$ cat config.mk
export PLATFORM = sky130hd
export DESIGN_NAME = lp_cmp_timer
export DESIGN_NICKNAME = d
export VERILOG_FILES = /design/src/rtl/lpt_pkg.sv /design/src/rtl/lpt_regs.sv /design/src/rtl/lpt_edge.sv /design/src/rtl/lpt_core.sv /design/src/rtl/lp_cmp_timer.sv
export SDC_FILE = /design/constraint.sdc
export NUM_CORES = 1
export LEC_CHECK = 0
export BUFFER_PORTS_ARGS = -buffer_cell sky130_fd_sc_hd__buf_2
export CAP_MARGIN = 20
export CORE_ASPECT_RATIO = 1.1
export CORE_UTILIZATION = 50
export CTS_BUF_LIST = sky130_fd_sc_hd__clkbuf_4 sky130_fd_sc_hd__clkbuf_8 sky130_fd_sc_hd__clkbuf_16
export DETAILED_ROUTE_END_ITERATION = 8
export MAX_ROUTING_LAYER = met4
export PLACE_DENSITY = 0.75
export SYNTH_ARGS = -nofsm -noshare
export SYNTH_HDL_FRONTEND = slang
export SYNTH_SLANG_ARGS = --single-unit
export TNS_END_PERCENT = 1
$ cat constraint.sdc
create_clock -name clk -period 2.3 [get_ports clk]
set_input_delay 0 -clock clk [delete_from_list [all_inputs] [get_ports clk]]
set_output_delay 0 -clock clk [all_outputs]
set_load 0.01 [all_outputs]
$ cat src/rtl/lpt_pkg.sv
package lpt_pkg;
    localparam int unsigned REG_W   = 32;
    localparam int unsigned NUM_IN  = 4;
    localparam int unsigned SEL_W   = 2;
    localparam int unsigned PSC_W   = 7;

    // control register field positions (software-visible layout)
    localparam int unsigned CTL_EN     = 0;
    localparam int unsigned CTL_MODE   = 1;
    localparam int unsigned CTL_SEL_HI = 5;
    localparam int unsigned CTL_IE     = 6;
    localparam int unsigned CTL_FLAG   = 7;

    typedef enum logic [1:0] {
        IDX_CTRL = 2'd0,
        IDX_PSC  = 2'd1,
        IDX_CMP  = 2'd2,
        IDX_CNT  = 2'd3
    } reg_idx_e;

    // matches control bits 5:1 from high to low
    typedef struct packed {
        logic [SEL_W-1:0] sel;
        logic             pol;
        logic             free;
        logic             mode;
    } cfg_t;
endpackage

$ cat src/rtl/lpt_regs.sv
module lpt_regs
    import lpt_pkg::*;
#(
    parameter int unsigned CNT_W = 16
) (
    input  logic             clk,
    input  logic             rst_n,
    input  logic             we,
    input  logic [1:0]       idx,
    input  logic [REG_W-1:0] wdata,
    input  logic             flag,
    input  logic [CNT_W-1:0] cnt,
    output logic             en_q,
    output logic             en_nxt,
    output logic             ie,
    output logic             w1c,
    output cfg_t             cfg,
    output logic [CNT_W-1:0] cmp,
    output logic [REG_W-1:0] rdata
);
    typedef struct packed {
        logic             en;
        logic             ie;
        cfg_t             cfg;
        logic [PSC_W-1:0] psc;
        logic [CNT_W-1:0] cmp;
    } regs_t;

    regs_t r_d, r_q;
    logic  wr_ctl;
    logic  unused_hi;

    assign unused_hi = ^wdata[REG_W-1:CNT_W];
    assign wr_ctl    = we && (idx == IDX_CTRL);

    always_comb begin
        r_d = r_q;
        if (wr_ctl) begin
            r_d.en = wdata[CTL_EN];
            r_d.ie = wdata[CTL_IE];
            if (!r_q.en) begin
                r_d.cfg = cfg_t'(wdata[CTL_SEL_HI:CTL_MODE]);
            end
        end
        if (we && (idx == IDX_PSC)) begin
            r_d.psc = wdata[PSC_W-1:0];
        end
        if (we && (idx == IDX_CMP)) begin
            r_d.cmp = wdata[CNT_W-1:0];
        end
    end

    always_ff @(posedge clk or negedge rst_n) begin
        if (!rst_n) begin
            r_q <= '0;
        end else begin
            r_q <= r_d;
        end
    end

    assign en_q   = r_q.en;
    assign en_nxt = r_d.en;
    assign ie     = r_q.ie;
    assign cfg    = r_q.cfg;
    assign cmp    = r_q.cmp;
    assign w1c    = wr_ctl && wdata[CTL_FLAG];

    always_comb begin
        rdata = '0;
        case (reg_idx_e'(idx))
            IDX_CTRL: begin
                rdata[CTL_EN]                = r_q.en;
                rdata[CTL_SEL_HI:CTL_MODE]   = r_q.cfg;
                rdata[CTL_IE]                = r_q.ie;
                rdata[CTL_FLAG]              = flag;
            end
            IDX_PSC: rdata = REG_W'(r_q.psc);
            IDX_CMP: rdata = REG_W'(r_q.cmp);
            default: rdata = REG_W'(cnt);
        endcase
    end

    // configuration frozen across consecutive enabled cycles
    assert_cfg_frozen_R10: assert property (@(posedge clk) disable iff (!rst_n)
        (r_q.en && $past(r_q.en)) |-> (r_q.cfg == $past(r_q.cfg)));

    // counter-index writes never disturb stored registers
    assert_cnt_write_inert_R11: assert property (@(posedge clk) disable iff (!rst_n)
        (we && idx == IDX_CNT) |=> (r_q == $past(r_q)));
endmodule

$ cat src/rtl/lpt_edge.sv
module lpt_edge #(
    parameter int unsigned NUM_IN      = 4,
    parameter int unsigned SYNC_STAGES = 2
) (
    input  logic              clk,
    input  logic              rst_n,
    input  logic [NUM_IN-1:0] pin,
    output logic [NUM_IN-1:0] rise,
    output logic [NUM_IN-1:0] fall
);
    localparam int unsigned CH_W = SYNC_STAGES + 1;

    for (genvar i = 0; i < NUM_IN; i++) begin : g_in
        logic [CH_W-1:0] ch_d, ch_q;

        always_comb begin
            ch_d = {ch_q[CH_W-2:0], pin[i]};
        end

        always_ff @(posedge clk or negedge rst_n) begin
            if (!rst_n) begin
                ch_q <= '0;
            end else begin
                ch_q <= ch_d;
            end
        end

        assign rise[i] = ch_q[CH_W-2] & ~ch_q[CH_W-1];
        assign fall[i] = ~ch_q[CH_W-2] & ch_q[CH_W-1];

        // a detected edge lasts exactly one cycle
        assert_edge_single_R7: assert property (@(posedge clk) disable iff (!rst_n)
            (rise[i] || fall[i]) |=> !(rise[i] && fall[i]) && !($past(rise[i]) && rise[i]));
    end
endmodule

$ cat src/rtl/lpt_core.sv
module lpt_core
    import lpt_pkg::*;
#(
    parameter int unsigned CNT_W = 16
) (
    input  logic              clk,
    input  logic              rst_n,
    input  logic              en_q,
    input  logic              en_nxt,
    input  cfg_t              cfg,
    input  logic [CNT_W-1:0]  cmp,
    input  logic              tick,
    input  logic [NUM_IN-1:0] rise,
    input  logic [NUM_IN-1:0] fall,
    input  logic              w1c,
    output logic [CNT_W-1:0]  cnt,
    output logic              flag,
    output logic              trig
);
    typedef struct packed {
        logic [CNT_W-1:0] cnt;
        logic             flag;
        logic             trig;
    } core_t;

    core_t c_d, c_q;
    logic  pulse_hit, inc, hit, cmp_zero;

    assign pulse_hit = cfg.pol ? fall[cfg.sel] : rise[cfg.sel];
    assign inc       = cfg.mode ? pulse_hit : tick;
    assign hit       = inc && (c_q.cnt == cmp);
    assign cmp_zero  = (cmp == '0);

    always_comb begin
        c_d = c_q;
        if (!en_nxt) begin
            c_d = '0;
        end else if (en_q) begin
            if (inc) begin
                c_d.trig = hit | (c_q.trig & cmp_zero);
                c_d.cnt  = (hit && !cfg.free) ? '0 : c_q.cnt + CNT_W'(1);
            end
            if (hit) begin
                c_d.flag = 1'b1;
            end else if (w1c) begin
                c_d.flag = 1'b0;
            end
        end
    end

    always_ff @(posedge clk or negedge rst_n) begin
        if (!rst_n) begin
            c_q <= '0;
        end else begin
            c_q <= c_d;
        end
    end

    assign cnt  = c_q.cnt;
    assign flag = c_q.flag;
    assign trig = c_q.trig;

    // no increment, no movement
    assert_hold_without_inc_R2: assert property (@(posedge clk) disable iff (!rst_n)
        (en_q && en_nxt && !inc) |=> $stable(c_q.cnt));

    // flag only rises after a matching increment
    assert_flag_from_match_R3: assert property (@(posedge clk) disable iff (!rst_n)
        $rose(c_q.flag) |-> $past(inc && c_q.cnt == cmp));

    // clearing write without a concurrent match drops the flag
    assert_w1c_clears_R5: assert property (@(posedge clk) disable iff (!rst_n)
        (w1c && en_nxt && !hit) |=> !c_q.flag);

    // disabled timer holds everything clear
    assert_disabled_clear_R6: assert property (@(posedge clk) disable iff (!rst_n)
        !en_q |-> (c_q.cnt == '0 && !c_q.flag && !c_q.trig));

    // zero compare keeps the trigger up while enabled
    assert_trig_hold_zero_R9: assert property (@(posedge clk) disable iff (!rst_n)
        (c_q.trig && cmp_zero && en_nxt) |=> c_q.trig);
endmodule

$ cat src/rtl/lp_cmp_timer.sv
module lp_cmp_timer
    import lpt_pkg::*;
#(
    parameter int unsigned CNT_W       = 16,
    parameter int unsigned SYNC_STAGES = 2
) (
    input  logic              clk,
    input  logic              rst_n,
    input  logic              reg_we,
    input  logic [1:0]        reg_addr,
    input  logic [REG_W-1:0]  reg_wdata,
    output logic [REG_W-1:0]  reg_rdata,
    input  logic [NUM_IN-1:0] pulse_in,
    input  logic              tick_in,
    output logic              irq,
    output logic              trig
);
    logic              en_q, en_nxt, ie, w1c, flag;
    cfg_t              cfg;
    logic [CNT_W-1:0]  cmp, cnt;
    logic [NUM_IN-1:0] rise, fall;

    lpt_regs #(.CNT_W(CNT_W)) u_regs (
        .clk    (clk),
        .rst_n  (rst_n),
        .we     (reg_we),
        .idx    (reg_addr),
        .wdata  (reg_wdata),
        .flag   (flag),
        .cnt    (cnt),
        .en_q   (en_q),
        .en_nxt (en_nxt),
        .ie     (ie),
        .w1c    (w1c),
        .cfg    (cfg),
        .cmp    (cmp),
        .rdata  (reg_rdata)
    );

    lpt_edge #(.NUM_IN(NUM_IN), .SYNC_STAGES(SYNC_STAGES)) u_edge (
        .clk   (clk),
        .rst_n (rst_n),
        .pin   (pulse_in),
        .rise  (rise),
        .fall  (fall)
    );

    lpt_core #(.CNT_W(CNT_W)) u_core (
        .clk    (clk),
        .rst_n  (rst_n),
        .en_q   (en_q),
        .en_nxt (en_nxt),
        .cfg    (cfg),
        .cmp    (cmp),
        .tick   (tick_in),
        .rise   (rise),
        .fall   (fall),
        .w1c    (w1c),
        .cnt    (cnt),
        .flag   (flag),
        .trig   (trig)
    );

    assign irq = ie & flag;

    // an interrupt request implies a pending flag
    assert_irq_needs_flag_R8: assert property (@(posedge clk) disable iff (!rst_n)
        irq |-> flag);

    // outputs quiet while disabled
    assert_quiet_when_off_R1: assert property (@(posedge clk) disable iff (!rst_n)
        !en_q |-> (!irq && !trig));
endmodule

==> results of run 1 <==
## path summary, 6_finish.rpt
path                                     endpoint  slack (ns)  cells after the start
max                                u_core.cnt[10]        0.13                      7
min                                     u_regs.ie        0.12                      3
max reg2reg                        u_core.cnt[10]        0.13                      7
min reg2reg                u_edge.g_in[2].ch_q[1]        0.35                      0
max in group asynchronous          u_core.cnt[11]        1.47                      3
min in group asynchronous  u_edge.g_in[3].ch_q[0]        0.35                      3
## sequential cells by signal, summed over array words and instances (netlist names)
register,count
u_regs.ie,1
u_regs.en_q,1
u_edge.g_in.ch_q,12
u_regs.cmp,16
u_core.flag,1
u_regs.r_q,7
u_core.cnt,16
u_regs.cfg,5
u_core.trig,1
## power by group through the flow
stage / registers, uW / clock network [uW] / logic [uW]
2_1_floorplan: 1310 / 0 / 527
5_1_grt: 1380 / 1060 / 773
6_report: 1360 / 995 / 712
4_1_cts: 1360 / 1010 / 693
3_3_place_gp: 1360 / 0 / 652
3_5_place_dp: 1380 / 0 / 662
## repair_timing
action | in CTS | in global routing
resized for setup | 0 | 2
hold buffers | 21 | 0
endpoints found under the setup margin | 0 | 14
endpoints found under the hold margin | 93 | 0
buffers inserted | 0 | 1
## worst reg2reg max path, delay by kind of cell, from the launching register on
| family | cells | cell delay, ns |
|---|---|---|
| AO/OA/AOI/OAI | 3 | 0.74 |
| AND/OR/NAND/NOR | 3 | 0.64 |
| flip-flops | 1 | 0.50 |
| buffers and inverters | 1 | 0.17 |
## synth_stat cells (2+ instances only)
master	n	area share (%)
a221o_1	2	0.61
nand4_1	6	1.1
o311ai_1	2	0.53
a21o_1	7	1.6
a22oi_1	2	0.46
nand2_1	15	1.7
buf_4	16	3.7
inv_1	5	0.57
nand3b_1	2	0.46
mux4_2	6	4.1
nor3b_1	3	0.69
and2_1	3	0.57
and3b_1	3	0.80
nor4_1	4	0.76
mux2_2	30	10
nor2b_1	9	1.7
nor2_1	14	1.6
buf_2	5	0.76
xnor2_1	16	4.3
a21oi_1	4	0.61
dfrtp_1	60	46
a22o_1	8	2.1
o21ai_1	2	0.31
clkbuf_1	4	0.46
o21ai_0	4	0.61
nor3_1	3	0.46
mux2i_1	8	2.4
nand3_1	12	1.8
buf_6	2	0.69
## routing by layer
metal	vias to the layer above	track usage, %	part of all wire [%]
li1	1163	-	-
met1	1230	33.9	45
met2	62	39.3	50
met3	10	3.35	3.4
met4	0	11.2	1.4
met5	-	-	0
## logic make-up (layout without fill, tap and decap cells)
kind of cell / after synthesis / in the layout
XOR/XNOR: 16 / 16
multiplexers: 46 / 46
buffers and inverters: 33 / 106
adder cells (fa/ha/maj): 1 / 1
AO/OA/AOI/OAI: 36 / 36
flip-flops: 60 / 60
other: 1 / 16
AND/OR/NAND/NOR: 89 / 89
## per-stage QoR
step                      power (uW)  cells
after floorplan                 1840    297
after global placement          2010    412
after detailed placement        2040    412
after CTS                       3060    449
after global routing            3210    450
final                           3070    450
## area by class of cell
| class | instances | share of cell area, % |
|---|---|---|
| Clock buffer | 9 | 3.06 |
| Clock inverter | 7 | 2.01 |
| Inverter | 5 | 0.464 |
| Multi-Input combinational cell | 204 | 40.5 |
| Sequential cell | 60 | 37.1 |
| Tap cell | 80 | 2.47 |
| Timing Repair Buffer | 85 | 14.4 |
==> flow_results.org, run 1 <==
** Finish
- Compared with the post-synthesis result, the final layout area differs by 23.4%.
- After filler insertion, the fill cell instance count of the layout stands at around 480.
- Most common library cell in the layout ignoring fill and taps :: dfrtp_1
- Of the cells placed in the final design, the portion with a size suffix greater than 1 is between 30% and 40%.
- Summing all multi-input logic gate instances after layout gives between 0.0015 and 0.002 sq mm.
- Total area of sequential cells :: 0.00150 sq mm
- After routing the design area is 0.00405 sq mm.
- For this run, the share of the core covered by cells in the final layout is 64.5%.
- The repair_antennas step left the layout with diodes totalling 0.
- Layout Nets :: between 400 and 500
- In the layout the commonest cells are dfrtp_1, buf_2, mux2_2.

** Setup path
- Critical Path AT :: about 2.4 ns
- By startpoint and endpoint, the worst setup path is classified as flop to flop.
- For this run, the slowest stage of the critical path takes approximately 0.5 ns.
- STA classifies the critical path startpoint as a flop.
- Broken down by cell family, the worst path's largest delay share belongs to compound AO/OA/AOI/OAI gates.
- In this run the worst setup path begins at u_regs.cfg[3].
- Crit path max fanout :: 9
- STA classifies the critical path endpoint as a flop.
- Data required time of the critical path :: around 2.5 ns
- Highest-delay cell along the critical path :: dfrtp_1
- CP bufs+invs :: 1
- Origin of the critical flop-to-flop path :: u_regs.cfg[3]
- The critical path goes through and3b_1, o21ai_0, a221oi_2, buf_4, and2_4, and2_2, a221o_1.

** Timing
- Final cycle utilization of the critical path :: 94.4%
- Across all hold checks on the routed design, the worst slack comes to about 0.12 ns.
- Final setup slack of the worst path :: 0.129 ns
- The clock arrives with approximately 0.011 ns of skew.
- Minimum clock period :: 2.17 ns
- The total count of hold-check failures in the final report came to 0.
- Setup Total Neg Slack :: 0 ns
- The final count of pins violating max slew is 0.
- Final setup violating endpoints :: 0
- Setup repair after global routing missed its margin :: false
- Based on the critical path, the design can be clocked at up to ~0.46 GHz.
- Measured against its own limit, the worst slew margin works out to about half.
- Worst slew pin tran :: around 0.74 ns

** Placement
- Routability-driven placement congestion ratio :: approximately 0.85
- Setup slack at placement :: roughly 0.027 ns
- Detailed placement HPWL :: between 5000 and 6000 um
- Input and output buffers added on the ports amount to 43.
- The placed instances occupy a cell area of about 0.0036 sq mm.

** Floorplanning
- Core region area :: between 0.006 and 0.007 sq mm
- The die is 79.2 um wide.
- Top-Level Pins :: between 70 and 80
- Placement row count :: 30
- The die is 86.9 um tall.
- Initial core utilization :: 52.3%
- Area enclosed by the die boundary :: 0.00688 sq mm

** Clocking
- Clock root buffer :: clkbuf_8
- Clock buffers created by TritonCTS :: 9
- The clock net in this run drives a total of 60 sinks.
- Skew-Pair Late Insertion Delay :: 0.35 ns
- Clock-pin slew was measured on the worst setup and hold paths at about 0.08 ns.
- TritonCTS built the clock tree.
- Maximum count of clock buffers along a single path :: 2
- In this run the number of H-tree levels came out at 3.

** Global route
- The first global-routing pass estimated 12,700 um of wire.
- Via count of the first global-routing pass :: ~2,600
- The number of antenna violations at the first check in global routing was 0.
- Pin count of the biggest net entering global routing :: around 60
- Total congestion overflow :: 0
- Global-route usage over all layers :: 25.5%

** Job
- Across the run, the number of max-cap violations was 0.

** Power and ir drop
- Power density normalized to cell area :: roughly 760 mW/mm^2
- Switching part of the total power :: 32.1%
- Static leakage :: 0.00182 uW
- Internal cell power :: ~2100 uW
- The clock network burns ~32% of the power.
- The worst-case IR drop observed on VDD is around 0.49 mV.
- Combinational Power Share :: between 20% and 30%
- Summed over all nets, the switching power comes to just under 1000 uW.
- Share of total power in sequential cells :: between 40% and 50%

** Synth
- Syn Inst Count :: about 280
- Post-synth EDFFs :: 0
- After Yosys synthesis, XOR and XNOR cells account for approximately 4.3% of the synthesized area.
- Post-Synth Adder-Cell Area :: less than 1%
- Measured against the total synthesized area, the mux share comes to 18.1%.
- After synthesis the netlist holds a flip-flop and latch count of 60.
- Share of async-settable or async-resettable flops after synthesis :: 100%
- Yosys Warn Count :: 0
- Dividing the synthesized area by the synthesized cell count gives ~12 sq um.
- Synthesis instantiated between 50 and 60 different standard cells from the library.
- Synth Area in Compound Gates :: between 8 and 9%
- Leading register cell type out of synthesis :: dfrtp_1
- Largest family of logic cells by synthesized area :: multiplexers
- Syn Std Cell Area :: ~0.0033 sq mm
- Area fraction in and, or, nand and nor cells after synthesis :: roughly 17%
- Summing the sequential cell areas from Yosys gives between 40% and 50% of the chip area.

** Status
- The run finished with clean final reports.

** Routing
- The count of nets left with antenna violations once routing finished came out at 0.
- First-pass iteration count of the detailed router :: 4
- Violation count after the first detailed-route iteration :: 182
- For this run, design rule violations remaining after detail routing come to 0.
- Wirelength per Cell :: around 17 um
- For this block, the routed nets add up to about 7600 um of wire.
- For this block, the via count after detailed routing is roughly 2,500.
- Number of vias per cell :: approximately 5.5

** Worst hold path
- Class of the tightest hold or removal check :: input port to flop
- Startpoint of the worst hold path :: reg_we
No activity file was read; power rests on OpenSTA's default activity.
==> run 2: changes to the inputs <==
--- a/config.mk
+++ b/config.mk
@@ -7,13 +7,15 @@
 export LEC_CHECK = 0
 export BUFFER_PORTS_ARGS = -buffer_cell sky130_fd_sc_hd__buf_2
 export CAP_MARGIN = 20
-export CORE_ASPECT_RATIO = 1.1
+export CORE_ASPECT_RATIO = 0.8
 export CORE_UTILIZATION = 50
 export CTS_BUF_LIST = sky130_fd_sc_hd__clkbuf_4 sky130_fd_sc_hd__clkbuf_8 sky130_fd_sc_hd__clkbuf_16
 export DETAILED_ROUTE_END_ITERATION = 8
 export MAX_ROUTING_LAYER = met4
-export PLACE_DENSITY = 0.75
+export PLACE_DENSITY = 0.74
+export RECOVER_POWER = 50
 export SYNTH_ARGS = -nofsm -noshare
 export SYNTH_HDL_FRONTEND = slang
+export SYNTH_HIERARCHICAL = 1
 export SYNTH_SLANG_ARGS = --single-unit
 export TNS_END_PERCENT = 1
==> run 2 against run 1 <==
- the run now ends with capacitance limit, slew limit left
- via count is 0.37% higher
- design area is 0.15% lower
- clock skew hardly changed
- wire length is 0.50% higher
- worst hold slack worse by 0.049 ns
- clock power is 5.4% lower
- utilization is 3.1 points lower
- power is 2.9% lower
- die area is 6.3% higher
- cell count stayed put
- critical path type unchanged
- critical endpoint is now u_core/cnt[6]
==> flow_results.org, run 2 <==
** Status
- The run finished, with violations left.
- The final reports fail on capacitance limit, slew limit.

** Floorplanning
- From bottom edge to top edge, the die measures 76.7 um.
- Area enclosed by the die boundary :: roughly 0.0073 sq mm
- The initial utilization of the core area, before any placement, comes to a little over half.
- Width of the die :: around 95 um
- The core region is about 0.0066 sq mm.
- Placement row count :: 26
- Top-Level Pins :: 76

** Placement
- Setup slack at placement :: between 0.15 and 0.2 ns
- Detailed placement HPWL :: about 5500 um
- Number of input and output port buffers inserted :: 43
- Cells after DPL :: slightly above 400
- Routability-driven placement finished with a final weighted congestion of ~0.9.

** Power and ir drop
- The analysis attributes to net switching a power of roughly 870 uW.
- Total power :: between 2000 and 3000 uW
- Static leakage :: between 0.0015 and 0.002 uW
- Share of total power in the clock network :: about a third
- Combinational Power Share :: between 20% and 30%
- Net switching is 29.2% of the power.
- Internal cell power :: around 2100 uW
- Maximum ir drop on the vdd rail :: between 0.4 and 0.5 mV
- Power density normalized to cell area :: around 740 mW/mm^2
- Share of total power in sequential cells :: a little under half

** Routing
- First-pass iteration count of the detailed router :: 4
- In this run the remaining antenna-violating nets after routing total 0.
- Summed over all layers, the routed wires come to approximately 7600 um.
- DRC viols :: 0
- Total number of vias :: between 2,000 and 2,500
- Number of vias per cell :: 5.50
- Violation count after the first detailed-route iteration :: around 180
- Wirelength per Cell :: between 15 and 20 um

** Global route
- Total congestion overflow :: 0
- Global-route usage over all layers :: about a quarter
- The first global-routing pass estimated roughly 12,000 um of wire.
- Entering global routing, the biggest net connects 33 pins.
- The number of antenna violations at the first check in global routing was 0.
- Via count of the first global-routing pass :: ~2,400

** Synth
- The synthesized design contains 0 enable-type register cells.
- The synthesized netlist occupies a cell area of ~0.0035 sq mm.
- Cells taking the most area after synthesis :: dfrtp_1, mux2_2, buf_4
- Synthesis produced 299 cells.
- For this run, the leading register cell type out of synthesis is dfrtp_1.
- Most area-hungry cell type in the Yosys netlist :: dfrtp_1
- After synthesis, the largest area contributor takes up between 40% and 50% of total cell area.
- Sequential-to-total area share from yosys stat :: roughly 43%
- Register bit total from synthesis :: 60
- Among all cell types in the netlist, the one instantiated most often is dfrtp_1.
- Yosys printed 6 warnings.
- After synthesis, the netlist uses 51 different library cells.
- Average footprint of a synthesized cell :: roughly 12 sq um
- Of all flip-flops after synthesis, the portion carrying an async set or reset was 100%.
- Most numerous cell types in the synthesized netlist :: dfrtp_1, buf_4, mux2_2

** Timing
- Final setup violating endpoints :: 0
- Worst slew pin tran :: between 1.5 and 2 ns
- Setup total negative slack on the finished layout was measured at 0 ns.
- Measured against its own limit, the worst slew margin works out to -8.79%.
- The worst path in the final design needs a cycle of 2.15 ns, including I/O delays and setup.
- Across the routed clock network, the largest skew measured is ~0.011 ns.
- Setup repair after global routing missed its margin :: false
- Final setup slack of the worst path :: 0.154 ns
- Final cycle utilization of the critical path :: 93.3%
- The total count of hold-check failures in the final report is 0.
- Maximum clock frequency :: 0.466 GHz
- The final count of pins violating max slew came to 30.

** Setup path
- Critical Path AT :: 2.36 ns
- Data required time of the critical path :: 2.51 ns
- STA classifies the critical path endpoint as a flop.
- For flop-to-flop paths, the worst setup slack is between 0.15 and 0.2 ns.
- Category of the critical setup timing path :: flop to flop
- In this run the worst path has a maximum fanout of 6.
- Tracing the worst setup path back leads to its startpoint at u_regs/cfg[3].
- In this run the critical register-to-register path is launched from u_regs/cfg[3].
- STA classifies the critical path startpoint as a flop.

** Clocking
- Clock tree sinks :: 60
- Cts hold-fix bufs :: 21
- Maximum count of clock buffers along a single path :: 2
- Clock root buffer :: clkbuf_8
- Clock buffers created by TritonCTS :: 9
- Setup Buffers After CTS :: 0
- Post-CTS Resized :: 0
- After clock tree synthesis, the clock-pin slew on the worst setup and hold paths is roughly 0.060 ns.
- TritonCTS built the clock tree.
- Skew-Pair Late Insertion Delay :: roughly 0.34 ns
- H-tree level count :: 3

** Finish
- Cells with a size suffix above 1 make up approximately a third of the layout.
- Fill cells in the final layout number 529.
- Layout Nets :: a little over 400
- Total area of sequential cells :: between 0.0015 and 0.002 sq mm
- Final cell count without fillers :: 450
- Area Overhead vs Synth :: 15.8%
- The repair_antennas step left the layout with diodes totalling 0.
- The library cell used most frequently in the layout, excluding fill and tap cells, is dfrtp_1.
- The multi-input combinational cells in the finished layout cover a total of 0.00167 sq mm.
- Highest-count cells in the layout ignoring fill and taps :: dfrtp_1, buf_2, mux2_2

** Worst hold path
- The worst hold path belongs to the class input port to flop.
- Startpoint of the worst hold path :: reg_addr[0]

** Job
- Max-cap violations in this run came to 1.
run 2: cell count changes after synthesis, sizes merged, moves of 4 or more:
cell | previous run | this run
a21o | 7 | 1
a21oi | 5 | 10
a22o | 8 | 0
buf | 24 | 43
nand2 | 16 | 10
nand3 | 12 | 7
nor2 | 15 | 4
nor2b | 9 | 17
o31ai | 0 | 4
or3 | 1 | 6
or4 | 0 | 5
xnor2 | 16 | 2
xor2 | 0 | 16
run 2: path summary, 6_finish.rpt:
| check | end | depth (start not counted) |
|---|---|---|
| min in group asynchronous | u_core/cnt[11] | 2 |
| worst min-delay path | u_regs/ie | 3 |
| worst max register to register | u_core/cnt[6] | 7 |
| worst max-delay path | u_core/cnt[6] | 7 |
| max in group asynchronous | u_regs/r_q[19] | 3 |
| worst min register to register | u_edge/g_in[2].ch_q[1] | 0 |
run 2: power by group through the flow:
stage               combinational (uW)  clock [uW]  sequential, uW
finish                             693         941            1340
global route                       750        1010            1370
CTS                                695         957            1340
detailed placement                 664           0            1360
global placement                   651           0            1360
floorplan                          642           0            1280
run 2: per-stage QoR:
stage                     utilization, %  cell area, sq um  hold slack, ns
after global routing                61.5              4040          0.0739
after detailed placement            56.0              3680          0.0915
after CTS                           62.1              4080          0.0613
after floorplan                        -              3540          -0.296
after global placement              56.0              3680          0.0931
final                               61.5              4040          0.0716
run 2: cell type report:
class	instances	share of cell area, %
sequential	60	37.2
inverter	7	0.651
timing repair buffer	81	13.5
multi-input combinational	203	41.2
clock inverter	2	0.867
tap	84	2.60
clock buffer	13	3.97
run 2: critical path, cell delays in order, from the launching register on:
cell,delay (ns)
dfrtp_1,0.46
mux2i_1,0.20
a221oi_4,0.46
a31oi_1,0.14
buf_4,0.17
o31ai_4,0.33
buf_4,0.21
nor2_1,0.06
run 2: kinds of logic after synthesis:
kind of cell	count (synthesis)	synth area share, %
AO/OA/AOI/OAI	41	9.54
XOR/XNOR	18	4.52
adder cells (fa/ha/maj)	1	0.359
buffers and inverters	51	10.1
flip-flops	60	43.1
multiplexers	50	18.0
other	1	0.108
AND/OR/NAND/NOR	77	14.4
run 2: per-layer routing:
metal | wire, um | track usage, % | up-vias
met5 | 0 | - | -
met4 | 90 | 7.91 | 0
met3 | 449 | 5.75 | 10
met2 | 3500 | 32.8 | 73
met1 | 3600 | 34.0 | 1227
li1 | - | - | 1164
